$ cat src/rtl/rtu_pkg.sv
package rtu_pkg;

    typedef enum logic [3:0] {
        ST_ADDR,
        ST_FUNC,
        ST_REG_HI,
        ST_REG_LO,
        ST_CNT_HI,
        ST_CNT_LO,
        ST_BCNT,
        ST_DAT_HI,
        ST_DAT_LO,
        ST_CRC_LO,
        ST_CRC_HI,
        ST_HOLD,
        ST_SKIP
    } parse_st_t;

    localparam logic [7:0] FC_RD_MULTI = 8'h03;
    localparam logic [7:0] FC_WR_ONE   = 8'h06;
    localparam logic [7:0] FC_WR_MULTI = 8'h10;

    localparam logic [15:0] CRC_POLY = 16'hA001;
    localparam logic [15:0] CRC_SEED = 16'hFFFF;

    function automatic logic fc_known(input logic [7:0] fc);
        return (fc == FC_RD_MULTI) || (fc == FC_WR_ONE) || (fc == FC_WR_MULTI);
    endfunction

endpackage

$ cat src/rtl/rtu_crc16.sv
module rtu_crc16 #(
    parameter logic [15:0] POLY = 16'hA001,
    parameter logic [15:0] SEED = 16'hFFFF
) (
    input  logic        clk,
    input  logic        rst_n,
    input  logic        clear,
    input  logic        en,
    input  logic [7:0]  din,
    output logic [15:0] crc
);

    logic [15:0] nxt;

    // one byte per cycle, eight LSB-first shift steps unrolled
    always_comb begin
        nxt = crc ^ {8'h00, din};
        for (int b = 0; b < 8; b++) begin
            nxt = nxt[0] ? ((nxt >> 1) ^ POLY) : (nxt >> 1);
        end
    end

    always_ff @(posedge clk or negedge rst_n) begin
        if (!rst_n)     crc <= SEED;
        else if (clear) crc <= SEED;
        else if (en)    crc <= nxt;
    end

endmodule

$ cat src/rtl/rtu_len_check.sv
module rtu_len_check
    import rtu_pkg::*;
#(
    parameter int MAX_WORDS = 32
) (
    input  logic [7:0]  func,
    input  logic [7:0]  cnt_hi,
    input  logic [7:0]  cnt_lo,
    input  logic [15:0] cnt_full,
    input  logic [7:0]  bcnt,
    output logic        count_bad,
    output logic        bytes_bad
);

    logic [15:0] cnt_new;

    assign cnt_new   = {cnt_hi, cnt_lo};
    assign count_bad = (cnt_new == 16'd0) ||
                       ((func == FC_WR_MULTI) && (cnt_new > 16'(MAX_WORDS)));
    assign bytes_bad = ({cnt_full, 1'b0} != {9'd0, bcnt});

endmodule

$ cat src/rtl/rtu_cmd_parser.sv
module rtu_cmd_parser
    import rtu_pkg::*;
#(
    parameter  int MAX_WORDS = 32,
    localparam int IDX_W     = $clog2(MAX_WORDS)
) (
    input  logic              clk,
    input  logic              rst_n,
    input  logic [7:0]        my_addr,
    input  logic              rx_valid,
    input  logic [7:0]        rx_byte,
    input  logic              frame_end,
    output logic              addr_match,
    output logic              cmd_valid,
    output logic [7:0]        cmd_slave,
    output logic [7:0]        cmd_func,
    output logic [15:0]       cmd_start,
    output logic [15:0]       cmd_count,
    output logic              wr_valid,
    output logic [15:0]       wr_data,
    output logic [IDX_W-1:0]  wr_idx,
    output logic              func_err,
    output logic              len_err,
    output logic              crc_err
);

    localparam int PAD_W = 16 - IDX_W;

    parse_st_t         state_q, state_d;
    logic              take;
    logic              crc_en;
    logic [15:0]       crc_val;
    logic [7:0]        crc_lo_q;
    logic [7:0]        data_hi_q;
    logic [IDX_W-1:0]  data_idx_q;
    logic              count_bad, bytes_bad;
    logic              last_word;

    // frame_end takes priority over a byte in the same cycle
    assign take   = rx_valid && !frame_end;
    assign crc_en = take && (state_q inside {ST_ADDR, ST_FUNC, ST_REG_HI, ST_REG_LO,
                                             ST_CNT_HI, ST_CNT_LO, ST_BCNT,
                                             ST_DAT_HI, ST_DAT_LO});
    assign last_word = (cmd_func == FC_WR_ONE) ||
                       (({{PAD_W{1'b0}}, data_idx_q} + 16'd1) == cmd_count);

    rtu_crc16 #(.POLY(CRC_POLY), .SEED(CRC_SEED)) u_crc (
        .clk   (clk),
        .rst_n (rst_n),
        .clear (frame_end),
        .en    (crc_en),
        .din   (rx_byte),
        .crc   (crc_val)
    );

    rtu_len_check #(.MAX_WORDS(MAX_WORDS)) u_len (
        .func      (cmd_func),
        .cnt_hi    (cmd_count[15:8]),
        .cnt_lo    (rx_byte),
        .cnt_full  (cmd_count),
        .bcnt      (rx_byte),
        .count_bad (count_bad),
        .bytes_bad (bytes_bad)
    );

    // state register
    always_ff @(posedge clk or negedge rst_n) begin
        if (!rst_n) state_q <= ST_ADDR;
        else        state_q <= state_d;
    end

    // next state
    always_comb begin
        state_d = state_q;
        if (frame_end) begin
            state_d = ST_ADDR;
        end else if (rx_valid) begin
            unique case (state_q)
                ST_ADDR:   state_d = (rx_byte == my_addr) ? ST_FUNC : ST_SKIP;
                ST_FUNC:   state_d = fc_known(rx_byte) ? ST_REG_HI : ST_SKIP;
                ST_REG_HI: state_d = ST_REG_LO;
                ST_REG_LO: state_d = (cmd_func == FC_WR_ONE) ? ST_DAT_HI : ST_CNT_HI;
                ST_CNT_HI: state_d = ST_CNT_LO;
                ST_CNT_LO: state_d = count_bad ? ST_SKIP :
                                     (cmd_func == FC_RD_MULTI) ? ST_CRC_LO : ST_BCNT;
                ST_BCNT:   state_d = bytes_bad ? ST_SKIP : ST_DAT_HI;
                ST_DAT_HI: state_d = ST_DAT_LO;
                ST_DAT_LO: state_d = last_word ? ST_CRC_LO : ST_DAT_HI;
                ST_CRC_LO: state_d = ST_CRC_HI;
                ST_CRC_HI: state_d = ST_HOLD;
                ST_HOLD:   state_d = ST_HOLD;
                ST_SKIP:   state_d = ST_SKIP;
                default:   state_d = ST_ADDR;
            endcase
        end
    end

    // outputs and field capture
    always_ff @(posedge clk or negedge rst_n) begin
        if (!rst_n) begin
            addr_match <= 1'b0;
            cmd_valid  <= 1'b0;
            cmd_slave  <= '0;
            cmd_func   <= '0;
            cmd_start  <= '0;
            cmd_count  <= '0;
            wr_valid   <= 1'b0;
            wr_data    <= '0;
            wr_idx     <= '0;
            func_err   <= 1'b0;
            len_err    <= 1'b0;
            crc_err    <= 1'b0;
            crc_lo_q   <= '0;
            data_hi_q  <= '0;
            data_idx_q <= '0;
        end else begin
            cmd_valid <= 1'b0;
            wr_valid  <= 1'b0;
            func_err  <= 1'b0;
            len_err   <= 1'b0;
            crc_err   <= 1'b0;
            if (frame_end) begin
                addr_match <= 1'b0;
            end else if (take) begin
                unique case (state_q)
                    ST_ADDR: begin
                        cmd_slave  <= rx_byte;
                        addr_match <= (rx_byte == my_addr);
                    end
                    ST_FUNC: begin
                        cmd_func <= rx_byte;
                        func_err <= !fc_known(rx_byte);
                    end
                    ST_REG_HI: cmd_start[15:8] <= rx_byte;
                    ST_REG_LO: begin
                        cmd_start[7:0] <= rx_byte;
                        data_idx_q     <= '0;
                        if (cmd_func == FC_WR_ONE) cmd_count <= 16'd1;
                    end
                    ST_CNT_HI: cmd_count[15:8] <= rx_byte;
                    ST_CNT_LO: begin
                        cmd_count[7:0] <= rx_byte;
                        len_err        <= count_bad;
                    end
                    ST_BCNT:   len_err   <= bytes_bad;
                    ST_DAT_HI: data_hi_q <= rx_byte;
                    ST_DAT_LO: begin
                        wr_valid   <= 1'b1;
                        wr_data    <= {data_hi_q, rx_byte};
                        wr_idx     <= data_idx_q;
                        data_idx_q <= data_idx_q + 1'b1;
                    end
                    ST_CRC_LO: crc_lo_q <= rx_byte;
                    ST_CRC_HI: begin
                        if ({rx_byte, crc_lo_q} == crc_val) cmd_valid <= 1'b1;
                        else                                crc_err   <= 1'b1;
                    end
                    ST_HOLD, ST_SKIP: ;
                    default: ;
                endcase
            end
        end
    end

endmodule

$ cat config.mk
export PLATFORM = sky130hd
export DESIGN_NAME = rtu_cmd_parser
export DESIGN_NICKNAME = d
export VERILOG_FILES = /design/src/rtl/rtu_pkg.sv /design/src/rtl/rtu_crc16.sv /design/src/rtl/rtu_len_check.sv /design/src/rtl/rtu_cmd_parser.sv
export SDC_FILE = /design/constraint.sdc
export NUM_CORES = 1
export LEC_CHECK = 0
export CORE_UTILIZATION = 55
export CTS_CLUSTER_SIZE = 28
export DETAILED_ROUTE_END_ITERATION = 16
export PLACE_DENSITY = 0.82
export SLEW_MARGIN = 10
export SYNTH_ARGS = -nofsm -noshare
export SYNTH_HDL_FRONTEND = slang
export SYNTH_HIERARCHICAL = 1
export SYNTH_SLANG_ARGS = --single-unit
export TNS_END_PERCENT = 50
$ cat constraint.sdc
create_clock -name clk -period 6 [get_ports clk]
set_input_delay 0.6 -clock clk [delete_from_list [all_inputs] [get_ports clk]]
set_output_delay 0.6 -clock clk [all_outputs]
set_load 0.1 [all_outputs]
---- Word level (Yosys, flattened, before mapping) ----
Index checks and enable logic that the tools add are counted.
cells by class
  add/sub/neg operators ................... 2
  $lt $le $gt $ge ......................... 1
  equality and inequality tests ........... 23
  muxes and demuxes ....................... 44
  bitwise operators ....................... 10
  reductions and logical operators ........ 31
operators with widths
  kind                                                                    count
  16-bit two-way mux                                                      11
  4-bit one-hot mux with 12 select lines                                  1
  4-bit two-way mux                                                       8
  8-bit one-hot mux with 2 select lines                                   2
  2-bit NOT with 3-bit output                                             8
  3-bit AND reduction                                                     8
  4-bit == test (second input constant)                                   5
  1-bit two-way mux                                                       19
  17-bit by 8-bit inequality test with 1-bit output                       1
  16-bit == test                                                          1
  4-bit by 3-bit == test with 1-bit output (second input constant)        4
  6-bit by 16-bit == test with 1-bit output                               1
  8-bit by 2-bit == test with 1-bit output (second input constant)        2
  8-bit by 3-bit == test with 1-bit output (second input constant)        2
  8-bit by 5-bit == test with 1-bit output (second input constant)        2
  16-bit by 6-bit > comparator with 1-bit output (second input constant)  1
  16-bit logical NOT                                                      1
  16-bit by 8-bit bitwise XOR with 16-bit output                          1
  2-bit nonzero test                                                      7
  5-bit one-hot mux with 2 select lines                                   1
  9-bit nonzero test                                                      1
  4-bit by 2-bit == test with 1-bit output (second input constant)        2
  8-bit == test                                                           1
  4-bit AND reduction                                                     2
  13 further kinds                                                        19
word-level totals
  register bits after elaboration ......... 116
  input bits .............................. 20
  logic and storage cells ................. 130

---- Longest topological paths before layout ----
  word-level depth ........................ 19
  mapped depth ............................ 9

---- By module ----
The synthesis kept the hierarchy.
modules (own cells, without submodules)
  module          times used  cells each  area an instance (um2)
  rtu_cmd_parser  1           427         4,594.4
  rtu_crc16       1           86          892.1
  rtu_len_check   1           25          176.4

---- Worst setup path before layout ----
No wires, ideal clock.
  path type ............................... register to register
  from .................................... register cmd_count[3]
  to ...................................... register state_q[1]
  data arrival time ....................... 2,493 ps
  data required time ...................... 5,923 ps
  slack ................................... 3,430 ps
  stages on the path, launching flop included .. 10
  path through ............................ dfrtp_1 -> xnor2_1 -> nand4_1 -> or4_1 -> o31ai_1 -> o21ai_0 -> a21oi_1 -> a31oi_1 -> and2_0 -> a21oi_1
on the way
  elaborated cells between the ends (all ways) .. 8
  classes of those cells .................. eq/ne (2); mux (5); reduce/logical (1)
RTL lines
  what                                               RTL line               text
  start: declaration                                 rtu_cmd_parser.sv:18   output logic [15:0] cmd_count,
  start signal: assignment                           rtu_cmd_parser.sv:142  cmd_count[7:0] <= rx_byte;
  17-bit by 8-bit inequality test with 1-bit output  rtu_len_check.sv:20    assign bytes_bad = ({cnt_full, 1'b0} != {9'd0, bcnt});
  via bytes_bad                                      rtu_cmd_parser.sv:36   logic count_bad, bytes_bad;
  4-bit two-way mux                                  rtu_cmd_parser.sv:86   ST_BCNT: state_d = bytes_bad ? ST_SKIP : ST_DAT_HI;
  4-bit one-hot mux with 12 select lines             rtu_cmd_parser.sv:78   unique case (state_q)
  4-bit two-way mux                                  rtu_cmd_parser.sv:77   end else if (rx_valid) begin
  4-bit two-way mux                                  rtu_cmd_parser.sv:75   if (frame_end) begin
  end signal: assignment                             rtu_cmd_parser.sv:69   else state_q <= state_d;
  end: declaration                                   rtu_cmd_parser.sv:29   parse_st_t state_q, state_d;
The timed path passes the listed nets, and every way through them passes these cells. The select of a mux whose other input is x is not followed.
A chain may end at the register's enable or synchronous reset.

---- Worst setup path in the final report ----
  from .................................... input frame_end
  to ...................................... register data_idx_q[3]
on the way
  word-level cells in the longest chain between the ends .. 3
  elaborated cells between the ends (all ways) .. 4
  classes of those cells .................. bitwise (1); reduce/logical (3)
RTL lines
  what                               RTL line               text
  start: declaration                 rtu_cmd_parser.sv:12   input logic frame_end,
  1-bit logical NOT                  rtu_cmd_parser.sv:40   assign take = rx_valid && !frame_end;
  1-bit logical AND                  rtu_cmd_parser.sv:40
  3-bit AND reduction (no line) (*)  --
  end signal: assignment             rtu_cmd_parser.sv:151  data_idx_q <= data_idx_q + 1'b1;
  end: declaration                   rtu_cmd_parser.sv:35   logic [IDX_W-1:0] data_idx_q;
Mark *: on every way between the ends. The rest lies on a longest branch, timed or not.

==> flow_summary.toml <==
[run_status]
run_status = "finished clean"

[route]
dr_total_vias = 4621
final_antenna_net_count = 0
wire_per_inst_um = 20.0
drt_iter0_drc = 443
detail_route.vias_per_cell = 5.94
detail_route.first_pass.iterations = 5
finalWirelength_mm = 15.6
drt_drc_violations_left = 0

[layout]
n_antenna_cell = 0
final_util = 0.737
final_net_count = 653
drive_gt1_frac = 0.181
final_cell_area_um2 = 7270
area_growth_pct = 28.4
layout.cells.non_filler = 778

[yosys]
synth_mux_area_frac = 0.0875
dominant_combinational_cell_family_by_area_after_synthesis = "simple AND/OR/NAND/NOR gates"
synth_async_sr_flop_share = 1.00
synth_warnings = 6
netlist_area_um2 = 5660
synth.avg_cell_area_um2 = 10.5
yosys.area_share.xor_xnor = 0.0937
synth_nets = 559
yosys_most_used_dff = "dfrtp_1"
synth_enable_flop_cells = 0
count_of_state_elements_after_synthesis = 116
post_synthesis_compound_gate_area_fraction = 0.0932
synth-seq-area-share = 0.516
synth.lib_cells_used.distinct = 60
synthSimpleGateAreaFrac = 0.184
adder_cell_area_share_of_the_yosys_netlist = 0.00221
postSynthCellCount = 538

[setup_path]
reg2reg_slack_ps = 2900
worst-endpoint-arrival_ps = 3700
path_cells = "clkdlybuf4s50_1 -> nor2b_1 -> nand2_1 -> inv_2 -> nor2_4 -> nor3_1 -> a21oi_1 -> o21ai_1"
worst_setup_path_endpoint = "data_idx_q[3]"
r2r-start = "state_q[2]"
crit_required_ps = 6430
reg2reg_depth = 8
slowest_stage_cell_crit_path = "clkdlybuf4s50_1"
worst_setup_path_end_kind = "register"
setup.worst_path.class = "in -> reg"
slowest_delay_ps = 790
crit_path_max_fanout = 24
critical_path.top_delay_family = "simple AND/OR/NAND/NOR gates"
setup.worst_path.start_class = "primary input"
worst_r2r_endpoint = "data_idx_q[3]"
cp.buffers_inverters = 2
worstSetupStartpoint = "frame_end"
crit_cells = 8

[placement]
place_hpwl_mm = 10.0
detailed_place.area_um2 = 6710
dpl.cell_count = 746
gp_routability_congestion = 0.854
portBuffers = 94

[global_route]
track_usage = 0.315
grt_overflow = 0
grt_start_max_net_pins = 69
grt_first_pass_wirelength_mm = 24.4
grt_antenna_before_repair = 0
grt_pass1_vias = 4600

[cts]
clkTransAtPathRegs_ps = 60
clock_tree.htree_level_count = 4
cts_resized = 0
clockBufferDepth = 2
ctsHoldBuffers = 0
cts_num_sinks = 116
clock_tree_from_tritoncts = "done"
clk-insertion-delay-late_ps = 510
cts-root-buf = "clkbuf_8"
cts_buffers = 17
cts_setup_buffers = 0

[power_and_ir_drop]
power_density_nw_per_um2 = 619
total_leakage_power_uw = 0.00313
totalPowerFinal_uw = 4500
peakVddDrop_mv = 0.629

[sta]
clock.fmax_mhz = 306
final_count_of_negative_setup_slack_endpoints = 0
maxSlewHeadroom = 0.329
rsz_0062_raised_after_global_routing = "no"
fin_tns_setup_ps = 0
max_slew.worst_pin.slew_ps = 1000
fin_crit_sh = 0.545
fin_skew_ps = 14.9
final.min_clock_period_ps = 3270
timing_hold_violations_final = 0
timing.final.max_slew_violations = 0

[flow_run]
cap_violations = 0

[floorplan]
floorplan.die_area_um2 = 10700
dieHeight_um = 103
start_util = 0.574
num_io_pins = 95
rows = 36
core_um2 = 9860
chipWidth_um = 103

[worst_hold_path]
min-delay-path-class = "in -> async"
## synthesized netlist by cell type, types with 2 or more instances
cell / n / area, um2
xnor2_1: 46 / 403
a22o_1: 14 / 123
o21ai_1: 3 / 15.0
and2_0: 2 / 12.5
nand3_1: 7 / 35.0
nor4b_1: 3 / 26.3
mux2_2: 44 / 495
nor4_1: 9 / 56.3
buf_2: 8 / 40.0
dfstp_2: 16 / 420
and2_1: 4 / 25.0
o211ai_1: 3 / 22.5
nand4b_1: 2 / 17.5
nor3_1: 16 / 80.1
a31oi_1: 3 / 18.8
nor3_2: 2 / 20.0
nor2_1: 32 / 120
dfrtp_1: 100 / 2500
nand2_1: 87 / 327
or4_1: 2 / 15.0
nor4_2: 2 / 25.0
o21ai_0: 19 / 95.1
a21oi_1: 24 / 120
nor2b_1: 6 / 37.5
nand4_1: 9 / 56.3
inv_1: 4 / 15.0
and3_1: 2 / 12.5
or2_2: 7 / 43.8
nand2b_1: 3 / 18.8
xor2_1: 10 / 87.6
clkbuf_1: 16 / 60.1
a211o_1: 5 / 43.8
## cell type report
cell class                      instances  area, um2
Fill cell                             654       2590
Multi-Input combinational cell        391       2610
Clock buffer                           25        497
Inverter                                6       22.5
Tap cell                              133        166
Clock inverter                          7       71.3
Timing Repair Buffer                  100        983
Sequential cell                       116       2920
## cell families after synthesis
kind of cell / after synthesis
and+or+nand+nor: 206
DFF: 116
AOI/OAI and AO/OA: 82
xor gates and xnor gates: 58
muxes: 44
buffers and inverters: 31
adders and majority gates: 1
## sequential cells by signal (all words and copies together) (netlist names)
signal      count
cmd_count      16
cmd_start      16
u_crc/crc      16
wr_data        16
cmd_func        8
cmd_slave       8
crc_lo_q        8
data_hi_q       8
data_idx_q      5
wr_idx          5
state_q         4
addr_match      1
cmd_valid       1
crc_err         1
func_err        1
len_err         1
wr_valid        1
## power by group
group          switching (uW)  total, uW  internal (uW)  leakage (uW)
sequential                281       1300           1020       0.00148
combinational            1630       2240            610       0.00138
clock                     348        956            609      0.000269
## layer usage
layer	track usage	up-vias	part of all wire
met4	0.127	0	0.015
met3	0.0773	25	0.084
met2	0.486	219	0.48
li1	-	2071	-
met5	0	-	0
met1	0.429	2306	0.42
## worst min path at each step
stage | cells past startpoint | slack, ps | end | from
final | 1 | 90 | wr_idx[2] | rst_n
after global routing | 1 | 140 | data_idx_q[2] | rst_n
after CTS | 1 | 110 | wr_idx[2] | rst_n
after detailed placement | 2 | 450 | wr_data[12] | data_hi_q[4]
after global placement | 2 | 450 | wr_data[14] | data_hi_q[6]
after floorplan | 0 | 300 | addr_match | rst_n
## stage by stage
step	setup WS, ps	hold slack [ps]
2_1_floorplan	3430	304
3_3_place_gp	2550	453
3_5_place_dp	2250	455
4_1_cts	2740	113
5_1_grt	2460	143
6_report	2730	90.0
## placed cells by master (no fill, tap or decap), types with 3 or more instances in the layout
master and instances:
a211o_1 5, a21oi_1 24, a22o_1 14, a31oi_1 3
and2_1 4, buf_4 7, clkbuf_1 5, clkbuf_16 18
clkdlybuf4s50_1 93, clkinvlp_4 3, dfrtp_1 100, dfstp_2 16
inv_1 4, mux2_2 44, nand2_1 87, nand2b_1 3
nand3_1 7, nand4_1 9, nor2_1 32, nor2b_1 6
nor3_1 16, nor4_1 9, nor4b_1 3, o211ai_1 3
o21ai_0 19, o21ai_1 3, or2_2 7, xnor2_1 46
xor2_1 10
Note: power is estimated with default switching activity, not from simulation.
